**config.mk**
```make
export PLATFORM = sky130hd
export DESIGN_NAME = rob_core
export DESIGN_NICKNAME = d
export VERILOG_FILES = /design/src/rtl/rob_pkg.sv /design/src/rtl/rob_ctrl.sv /design/src/rtl/rob_dpath.sv /design/src/rtl/rob_core.sv
export SDC_FILE = /design/constraint.sdc
export NUM_CORES = 1
export LEC_CHECK = 0
export ABC_AREA = 1
export BUFFER_PORTS_ARGS = -buffer_cell sky130_fd_sc_hd__buf_2
export CELL_PAD_IN_SITES_DETAIL_PLACEMENT = 2
export CELL_PAD_IN_SITES_GLOBAL_PLACEMENT = 2
export CORE_AREA = 2 2 297 299
export CTS_BUF_LIST = sky130_fd_sc_hd__clkbuf_16
export DETAILED_ROUTE_END_ITERATION = 10
export DIE_AREA = 0 0 299 301
export PLACE_DENSITY_LB_ADDON = 0.05
export SETUP_SLACK_MARGIN = 0.5
export SLEW_MARGIN = 20
export SYNTH_ARGS = -nofsm -noshare
export SYNTH_HDL_FRONTEND = slang
export SYNTH_HIERARCHICAL = 1
export SYNTH_SLANG_ARGS = --single-unit
```
**constraint.sdc**
```tcl
create_clock -name clk -period 7.1 [get_ports clk]
set_clock_uncertainty 0.15 [all_clocks]
set_input_delay 0.355 -clock clk [delete_from_list [all_inputs] [get_ports clk]]
set_output_delay 0.355 -clock clk [all_outputs]
set_load 0.03 [all_outputs]
```
**src/rtl/rob_pkg.sv**
```systemverilog
package rob_pkg;
  typedef enum logic [1:0] {
    KIND_ALU    = 2'd0,
    KIND_STORE  = 2'd1,
    KIND_BRANCH = 2'd2
  } robKind_e;

  typedef struct packed {
    logic doIssue;
    logic doCommit;
    logic doFlush;
  } robStrobe_t;
endpackage

```
**src/rtl/rob_ctrl.sv**
```systemverilog
module rob_ctrl
  import rob_pkg::*;
#(
  parameter int DEPTH = 8,
  localparam int TAGW = $clog2(DEPTH)
) (
  input  logic            clk,
  input  logic            rstN,
  input  logic            issueValid,
  input  logic            headDone,
  input  logic            headExc,
  input  logic            headMisp,
  input  logic [1:0]      headKind,
  output robStrobe_t      strobe,
  output logic [TAGW-1:0] allocTag,
  output logic [TAGW-1:0] headTag,
  output logic            issueReady,
  output logic            regWrEn,
  output logic            storeEn,
  output logic            excRaise,
  output logic            flushOut
);
  logic [TAGW:0] headPtr, tailPtr;
  logic empty, full, retireOk, flushNow;

  assign empty    = (headPtr == tailPtr);
  assign full     = (headPtr[TAGW] != tailPtr[TAGW]) &&
                    (headPtr[TAGW-1:0] == tailPtr[TAGW-1:0]);
  assign retireOk = !empty && headDone;
  assign flushNow = retireOk &&
                    (headExc || (headKind == KIND_BRANCH && headMisp));

  assign strobe.doFlush  = flushNow;
  assign strobe.doCommit = retireOk && !flushNow;
  assign strobe.doIssue  = issueValid && !full && !flushNow;

  assign allocTag   = tailPtr[TAGW-1:0];
  assign headTag    = headPtr[TAGW-1:0];
  assign issueReady = !full && !flushNow;
  assign regWrEn    = strobe.doCommit && (headKind == KIND_ALU);
  assign storeEn    = strobe.doCommit && (headKind == KIND_STORE);
  assign excRaise   = retireOk && headExc;
  assign flushOut   = flushNow;

  always_ff @(posedge clk or negedge rstN) begin
    if (!rstN) begin
      headPtr <= '0;
      tailPtr <= '0;
    end else if (strobe.doFlush) begin
      headPtr <= '0;
      tailPtr <= '0;
    end else begin
      if (strobe.doCommit) headPtr <= headPtr + 1'b1;
      if (strobe.doIssue)  tailPtr <= tailPtr + 1'b1;
    end
  end
endmodule

```
**src/rtl/rob_dpath.sv**
```systemverilog
module rob_dpath
  import rob_pkg::*;
#(
  parameter int DEPTH = 8,
  parameter int NREG  = 32,
  parameter int XLEN  = 32,
  parameter int PCW   = 32,
  localparam int TAGW = $clog2(DEPTH),
  localparam int REGW = $clog2(NREG)
) (
  input  logic            clk,
  input  logic            rstN,
  input  robStrobe_t      strobe,
  input  logic [TAGW-1:0] allocTag,
  input  logic [TAGW-1:0] headTag,
  input  logic [1:0]      issueKind,
  input  logic [REGW-1:0] issueDest,
  input  logic [PCW-1:0]  issuePc,
  input  logic            wbValid,
  input  logic [TAGW-1:0] wbTag,
  input  logic [XLEN-1:0] wbValue,
  input  logic            wbExc,
  input  logic            wbMispredict,
  input  logic [REGW-1:0] srcReg,
  output logic            srcPending,
  output logic [TAGW-1:0] srcTag,
  output logic            srcReady,
  output logic [XLEN-1:0] srcValue,
  output logic            headDone,
  output logic            headExc,
  output logic            headMisp,
  output logic [1:0]      headKind,
  output logic [REGW-1:0] commitDest,
  output logic [XLEN-1:0] commitData,
  output logic [PCW-1:0]  headPc
);
  logic            entValid [DEPTH];
  logic            entDone  [DEPTH];
  logic            entExc   [DEPTH];
  logic            entMisp  [DEPTH];
  logic [1:0]      entKind  [DEPTH];
  logic [REGW-1:0] entDest  [DEPTH];
  logic [PCW-1:0]  entPc    [DEPTH];
  logic [XLEN-1:0] entValue [DEPTH];
  logic            regBusy  [NREG];
  logic [TAGW-1:0] regMap   [NREG];

  // Slot flags: flush wins, then issue overrides a stale writeback.
  always_ff @(posedge clk or negedge rstN) begin
    if (!rstN) begin
      for (int i = 0; i < DEPTH; i++) begin
        entValid[i] <= 1'b0;
        entDone[i]  <= 1'b0;
        entExc[i]   <= 1'b0;
        entMisp[i]  <= 1'b0;
      end
    end else begin
      for (int i = 0; i < DEPTH; i++) begin
        if (strobe.doFlush) begin
          entValid[i] <= 1'b0;
          entDone[i]  <= 1'b0;
        end else begin
          if (strobe.doCommit && headTag == TAGW'(i)) entValid[i] <= 1'b0;
          if (wbValid && wbTag == TAGW'(i) && entValid[i]) begin
            entDone[i] <= 1'b1;
            entExc[i]  <= wbExc;
            entMisp[i] <= wbMispredict;
          end
          if (strobe.doIssue && allocTag == TAGW'(i)) begin
            entValid[i] <= 1'b1;
            entDone[i]  <= 1'b0;
            entExc[i]   <= 1'b0;
            entMisp[i]  <= 1'b0;
          end
        end
      end
    end
  end

  // Slot payload carries no reset; flags gate every use.
  always_ff @(posedge clk) begin
    for (int i = 0; i < DEPTH; i++) begin
      if (strobe.doIssue && allocTag == TAGW'(i)) begin
        entKind[i] <= issueKind;
        entDest[i] <= issueDest;
        entPc[i]   <= issuePc;
      end
      if (wbValid && wbTag == TAGW'(i) && entValid[i]) entValue[i] <= wbValue;
    end
  end

  // Rename table: a same-cycle issue to the retiring register wins.
  always_ff @(posedge clk or negedge rstN) begin
    if (!rstN) begin
      for (int r = 0; r < NREG; r++) begin
        regBusy[r] <= 1'b0;
        regMap[r]  <= '0;
      end
    end else if (strobe.doFlush) begin
      for (int r = 0; r < NREG; r++) regBusy[r] <= 1'b0;
    end else begin
      if (strobe.doCommit && headKind == KIND_ALU &&
          regBusy[commitDest] && regMap[commitDest] == headTag)
        regBusy[commitDest] <= 1'b0;
      if (strobe.doIssue && issueKind == KIND_ALU) begin
        regBusy[issueDest] <= 1'b1;
        regMap[issueDest]  <= allocTag;
      end
    end
  end

  assign headDone   = entValid[headTag] && entDone[headTag];
  assign headExc    = entExc[headTag];
  assign headMisp   = entMisp[headTag];
  assign headKind   = entKind[headTag];
  assign commitDest = entDest[headTag];
  assign commitData = entValue[headTag];
  assign headPc     = entPc[headTag];

  assign srcPending = regBusy[srcReg];
  assign srcTag     = regMap[srcReg];
  assign srcReady   = regBusy[srcReg] && entDone[regMap[srcReg]];
  assign srcValue   = entValue[regMap[srcReg]];
endmodule

```
**src/rtl/rob_core.sv**
```systemverilog
module rob_core
  import rob_pkg::*;
#(
  parameter int DEPTH = 8,
  parameter int NREG  = 32,
  parameter int XLEN  = 32,
  parameter int PCW   = 32,
  localparam int TAGW = $clog2(DEPTH),
  localparam int REGW = $clog2(NREG)
) (
  input  logic            clk,
  input  logic            rstN,
  input  logic            issueValid,
  input  logic [1:0]      issueKind,
  input  logic [REGW-1:0] issueDest,
  input  logic [PCW-1:0]  issuePc,
  output logic            issueReady,
  output logic [TAGW-1:0] issueTag,
  input  logic            wbValid,
  input  logic [TAGW-1:0] wbTag,
  input  logic [XLEN-1:0] wbValue,
  input  logic            wbExc,
  input  logic            wbMispredict,
  input  logic [REGW-1:0] srcReg,
  output logic            srcPending,
  output logic [TAGW-1:0] srcTag,
  output logic            srcReady,
  output logic [XLEN-1:0] srcValue,
  output logic            regWrEn,
  output logic            storeEn,
  output logic [REGW-1:0] commitDest,
  output logic [XLEN-1:0] commitData,
  output logic            excRaise,
  output logic            flushOut,
  output logic [PCW-1:0]  headPc
);
  robStrobe_t      strobe;
  logic [TAGW-1:0] headTag;
  logic            headDone, headExc, headMisp;
  logic [1:0]      headKind;

  rob_ctrl #(.DEPTH(DEPTH)) ctrl (
    .clk, .rstN, .issueValid,
    .headDone, .headExc, .headMisp, .headKind,
    .strobe, .allocTag(issueTag), .headTag,
    .issueReady, .regWrEn, .storeEn, .excRaise, .flushOut
  );

  rob_dpath #(.DEPTH(DEPTH), .NREG(NREG), .XLEN(XLEN), .PCW(PCW)) dpath (
    .clk, .rstN, .strobe, .allocTag(issueTag), .headTag,
    .issueKind, .issueDest, .issuePc,
    .wbValid, .wbTag, .wbValue, .wbExc, .wbMispredict,
    .srcReg, .srcPending, .srcTag, .srcReady, .srcValue,
    .headDone, .headExc, .headMisp, .headKind,
    .commitDest, .commitData, .headPc
  );
endmodule

```
After elaboration in Yosys (flattened, before gate mapping). Memory sizes are Yosys's and may differ from the RTL's. Cells that the tools add are included.

Output and inout port bits: 114. Memories: 4. Flip-flop bits (word level): 168. Bits in writable memories: 568. Word-level logic and storage cells: 507.

Memory list: dpath.entPc (depth 8, bits a word 32, read ports 1, clocked after memory_dff 0, wr ports 1, RTL line rob_dpath.sv:43) `logic [PCW-1:0] entPc [DEPTH];`; dpath.entValue (depth 8, bits a word 32, read ports 2, clocked after memory_dff 0, wr ports 1, RTL line rob_dpath.sv:44) `logic [XLEN-1:0] entValue [DEPTH];`; dpath.entDest (depth 8, bits a word 5, read ports 1, clocked after memory_dff 0, wr ports 1, RTL line rob_dpath.sv:42) `logic [REGW-1:0] entDest [DEPTH];`; dpath.entKind (depth 8, bits a word 2, read ports 1, clocked after memory_dff 0, wr ports 1, RTL line rob_dpath.sv:41) `logic [1:0] entKind [DEPTH];`.

Order comparisons: 7. Equality and inequality tests: 27. Multiplexer cells: 238. Bitwise operators: 9. Add/subtract/negate cells: 2. Reduce and logical (&&, ||, !) cells: 122.

Operators by type and width (count): two-way mux 32 bit (18); OR reduction 32 bit (14); two-way mux 1 bit (156); two-way mux 3 bit (33); bitwise mux 96 bit (1); logical AND 1 bit (50); nonzero test 3 bit (16); equality test 3 bit (second input constant) (12); two-way mux 5 bit (7); OR reduction 5 bit (7); bitwise AND 32 bit (1); inverter 32 bit (1); OR 32 bit (1); binary-select mux 3 bit (select 5 bit) (2); nonzero test 2 bit (10); equality test 3 x 2 -> 1 bit (second input constant) (6); >= comparator 6 bit (second input constant) (3); inverter 5 -> 6 bit (3); AND reduction 2 bit (9); two-way mux 4 bit (4); binary-select mux 1 bit (select 3 bit) (5); demux 3 bit (select 5 bit) (1); two-way mux 2 bit (7); OR reduction 2 bit (7); other kinds (17) (31).

Logic depth before layout (Yosys ltp).
Depth in word-level cells: 20. Mapped depth: 26. Depth with buffers taken out: 21.

By module. The synthesis kept the hierarchy.

By module, submodules not included: rob_dpath (cells each 3339, times used 1, area each 32936.6 sq um, sequential area each 21060.2 sq um); rob_ctrl (cells each 109, times used 1, area each 703.2 sq um, sequential area each 200.2 sq um).

Least setup slack after synthesis. Ideal clock, no wire load.

Path kind: register -> register. Start: register ctrl.headPtr[0]. End: register dpath/entExc[6] (netlist bit). Slack: 1.861 ns. Cell stages (with the launch flop): 23. Arrival: 5.006 ns. Period minus slack after synthesis: 5.239 ns. Path buffers: 7. Path through: dfrtp_1 buf_4 buf_4 nand2_1 buf_4 inv_1 buf_2 clkbuf_1 clkbuf_1 a221oi_1 o32ai_1 nand3_2 buf_6 nand2_1 inv_1 inv_1 nor2_1 inv_1 nor2_1 inv_1 a21oi_1 nand3_1 o21ai_0.

RTL lines: start: declaration (RTL line rob_ctrl.sv:23) `logic [TAGW:0] headPtr, tailPtr;`; start signal: assignment (RTL line rob_ctrl.sv:53) `if (strobe.doCommit) headPtr <= headPtr + 1'b1;`; end signal: indexed assignment (RTL line rob_dpath.sv:66) `entExc[i] <= wbExc;`; end: declaration (RTL line rob_dpath.sv:39) `logic entExc [DEPTH];`.

==> run_results.csv <==
group,metric,value,unit
status,status,"finished, final reports clean",
power,p_clk_frac,0.261,
detailed_routing,first_iter_violations,1974,
sta,rsz0062_at_grt,"false",
detailed_routing,dr_total_vias,28072,
power,intPower,0.00923,W
detailed_routing,drc,0,
die,dieArea,0.0900,mm²
grt,gr-total-overflow,0,
yosys,synth_cell_types,41,
detailed_routing,wire_per_inst,27.2,µm
die,fp.dieW,299,µm
finish,seq_area,0.0213,mm²
sta,final.setup.tns,0,ps
cts,cts_buffers,85,
power,power_switching,0.00723,W
power,switching_share,0.439,
sta,setup_viol,0,
sta,finalHoldViolCount,0,
setup_path,crit_fanout,58,
cts,cts_tree,"done",
yosys,yosys_warnings,6,
cts,numClockSinks,736,
placement,dp.cells,4648,
finish,syn2layout_area_growth,16.6,%
yosys,syn-instance-count,3448,
placement,io_buffers,198,
die,ioPinCount,199,
cts,clockBufferDepth,3,
finish,multi_input_area,0.0107,mm²
cts,cts-root-buf,"clkbuf_16",
power,p_leak,15.2,nW
power,cellPowerDensity,420,mW/mm²
sta,fin_hold_ws,47.6,ps
yosys,syn_area,0.0336,mm²
sta,finalCriticalPeriod,5950,ps
placement,placed_cell_area,0.0358,mm²
finish,fillers,9155,
power,ir_worst_vdd,0.299,mV
cts,clk_latency,680,ps
finish,num-nets-final,3742,
cts,post-cts-setup-buffer-count,0,
detailed_routing,routed_wl,133000,µm
sta,fmax,0.168,GHz
placement,hpwlAfterDp,79600,µm
die,start_util,0.389,
grt,grt_max_degree,80,
cts,h-tree-depth,3,
yosys,avgSynthCellArea,9.76,µm²
power,power_frac_comb,0.401,
die,core-area,0.0865,mm²
setup_path,path_class,"reg -> reg",
placement,place_congestion,0.840,
sta,maxSlewHeadroom,0.237,
sta,tightest_slew,1140,ps
run,cap_violations,0,
sta,drv_slew,0,
setup_path,cp.required,7440,ps
die,die_h,301,µm
grt,antenna_found_initial,5,
yosys,ys_seq_elements,736,
detailed_routing,detail_route.vias_per_cell,5.75,
setup_path,startpoint_type,"flop",
grt,grt_pass1_vias,31550,
sta,finalCritPeriodShare,0.837,
min_path,hold_class,"in -> reg",
setup_path,critPathCaptureType,"flop",
yosys,synth-seq-area-share,0.632,
power,pwr-share-seq,0.338,
grt,grt_use_total,0.295,
setup_path,cp.arrival,6280,ps
detailed_routing,final_antenna_net_count,0,
finish,finish.utilization,0.453,
finish,fin_area,0.0392,mm²
yosys,syn_nets,3535,
grt,grt_first_pass_wirelength,201000,µm
cts,cts.clk_slew.worst_paths,60,ps
finish,drive_gt1_frac,0.115,
finish,fin_cells,4878,
detailed_routing,first_pass_iters,5,
die,rows,108,
## cell families (layout without fill, tap and decap cells)
kind of cell / Yosys count / after routing / synth area share
simple gates: 1511 / 1511 / 0.183
compound gates: 753 / 753 / 0.130
flops: 736 / 736 / 0.632
buf+inv: 442 / 714 / 0.0528
xor+xnor: 4 / 4 / 0.00104
fa+ha+maj: 2 / 2 / 0.000744
other cells: 0 / 3 / 0
## sequential cells by signal (all words and copies together) (netlist names), 8 cells and up
name            cells
dpath/regMap       96
dpath/entDone       8
dpath/entMisp       8
dpath/entExc        8
dpath/entKind      16
dpath/entValid      8
dpath/entDest      40
dpath/entPc       256
dpath/regBusy      32
dpath/entValue    256
## cell type report
| class | count | share of cell area |
|---|---|---|
| tap | 1155 | 0.0369 |
| timing repair buffer | 330 | 0.0564 |
| sequential | 736 | 0.542 |
| multi-input combinational | 2270 | 0.274 |
| inverter | 232 | 0.0223 |
| clock buffer | 85 | 0.0542 |
| antenna | 3 | 0.000191 |
| clock inverter | 67 | 0.0142 |
## worst paths after layout
path                                        from                to  slack, ps  cells past startpoint
worst max-delay path             ctrl/headPtr[0]  dpath/regMap[71]       1150                     19
worst min register to register  dpath/regMap[29]  dpath/regMap[29]        340                      2
worst max register to register   ctrl/headPtr[0]  dpath/regMap[71]       1150                     19
worst min-delay path                    wbTag[0]  dpath/entDone[7]         50                      4
min in group asynchronous                   rstN  dpath/regMap[26]        130                      2
max in group asynchronous                   rstN  dpath/regMap[71]       5180                      3
## repair_timing
action | 4_1_cts | 5_1_grt
gates resized for setup | 0 | 0
setup endpoints to repair | 0 | 0
hold endpoints to repair | 652 | 0
hold buffers | 75 | 0
## stage by stage
step	total power [W]	setup WS, ps
floorplan	0.00965	1860
global placement	0.0119	1510
detailed placement	0.0121	1390
CTS	0.0165	1230
global route	0.0173	652
finish	0.0165	1150
## synth_stat cells (all sizes together)
| cell type | count | share of area |
|---|---|---|
| nand3b | 17 | 0.0038 |
| o22ai | 48 | 0.0089 |
| nand3 | 167 | 0.025 |
| clkbuf | 138 | 0.015 |
| inv | 229 | 0.026 |
| a211oi | 23 | 0.0051 |
| o311ai | 1 | 0.00026 |
| nand2 | 954 | 0.11 |
| edfxtp | 568 | 0.51 |
| dfrtp | 168 | 0.12 |
| ha | 2 | 0.00074 |
| nand4 | 48 | 0.0089 |
| o2111ai | 3 | 0.00078 |
| nor2 | 313 | 0.036 |
| a22oi | 113 | 0.025 |
| buf | 72 | 0.011 |
| nor3 | 7 | 0.0010 |
| a221oi | 11 | 0.0029 |
| a32oi | 1 | 0.00026 |
| clkinv | 3 | 0.00033 |
| o21a | 1 | 0.00022 |
| nor4 | 3 | 0.00056 |
| a31oi | 49 | 0.0091 |
| o211ai | 13 | 0.0029 |
| a21oi | 98 | 0.015 |
| or2 | 2 | 0.00037 |
| o32ai | 1 | 0.00026 |
| a41oi | 11 | 0.0029 |
| xor2 | 4 | 0.0010 |
| o21ai | 380 | 0.057 |
## per-layer routing
layer  part of all wire  vias up  GRT usage  wire [µm]
met3              0.055      220     0.0429       7300
met1               0.43    14691      0.390      57000
met4              0.029        0     0.0927       3830
met2               0.49      800      0.502      64800
met5                  0        -          0          0
li1                   -    12361          -          -
## power by group through the flow
stage               sequential [W]  clock (W)  combinational [W]
finish                     0.00557    0.00430            0.00659
global route               0.00562    0.00455            0.00716
floorplan                  0.00550          0            0.00415
detailed placement         0.00564          0            0.00648
CTS                        0.00556    0.00438            0.00659
global placement           0.00559          0            0.00628
## worst max-delay path, cell delays in order (launching register included)
cell and delay, ps:
dfrtp_1 660, nor2_4 740, buf_4 820, a22oi_1 230, nand3_1 150, o21ai_0 160
inv_1 140, inv_1 70, nand3_1 70, nand2_1 130, nand3_2 250, nand2_1 90
inv_1 90, inv_1 60, nor3_1 140, nand2_1 210, nor4_1 870, nand2_1 420
nand2_1 160, o21ai_0 100
## placed cells by master (no fill, tap or decap), types with 49 or more instances in the layout
| cell | n |
|---|---|
| inv_1 | 223 |
| a21oi_1 | 98 |
| nand2_1 | 944 |
| a31oi_1 | 49 |
| a22oi_1 | 113 |
| buf_4 | 54 |
| dlygate4sd3_1 | 75 |
| o21ai_0 | 364 |
| nand3_1 | 163 |
| dfrtp_1 | 167 |
| edfxtp_1 | 568 |
| nor2_1 | 295 |
| buf_2 | 197 |
| clkbuf_16 | 85 |
No activity file was read; power rests on OpenSTA's default activity.
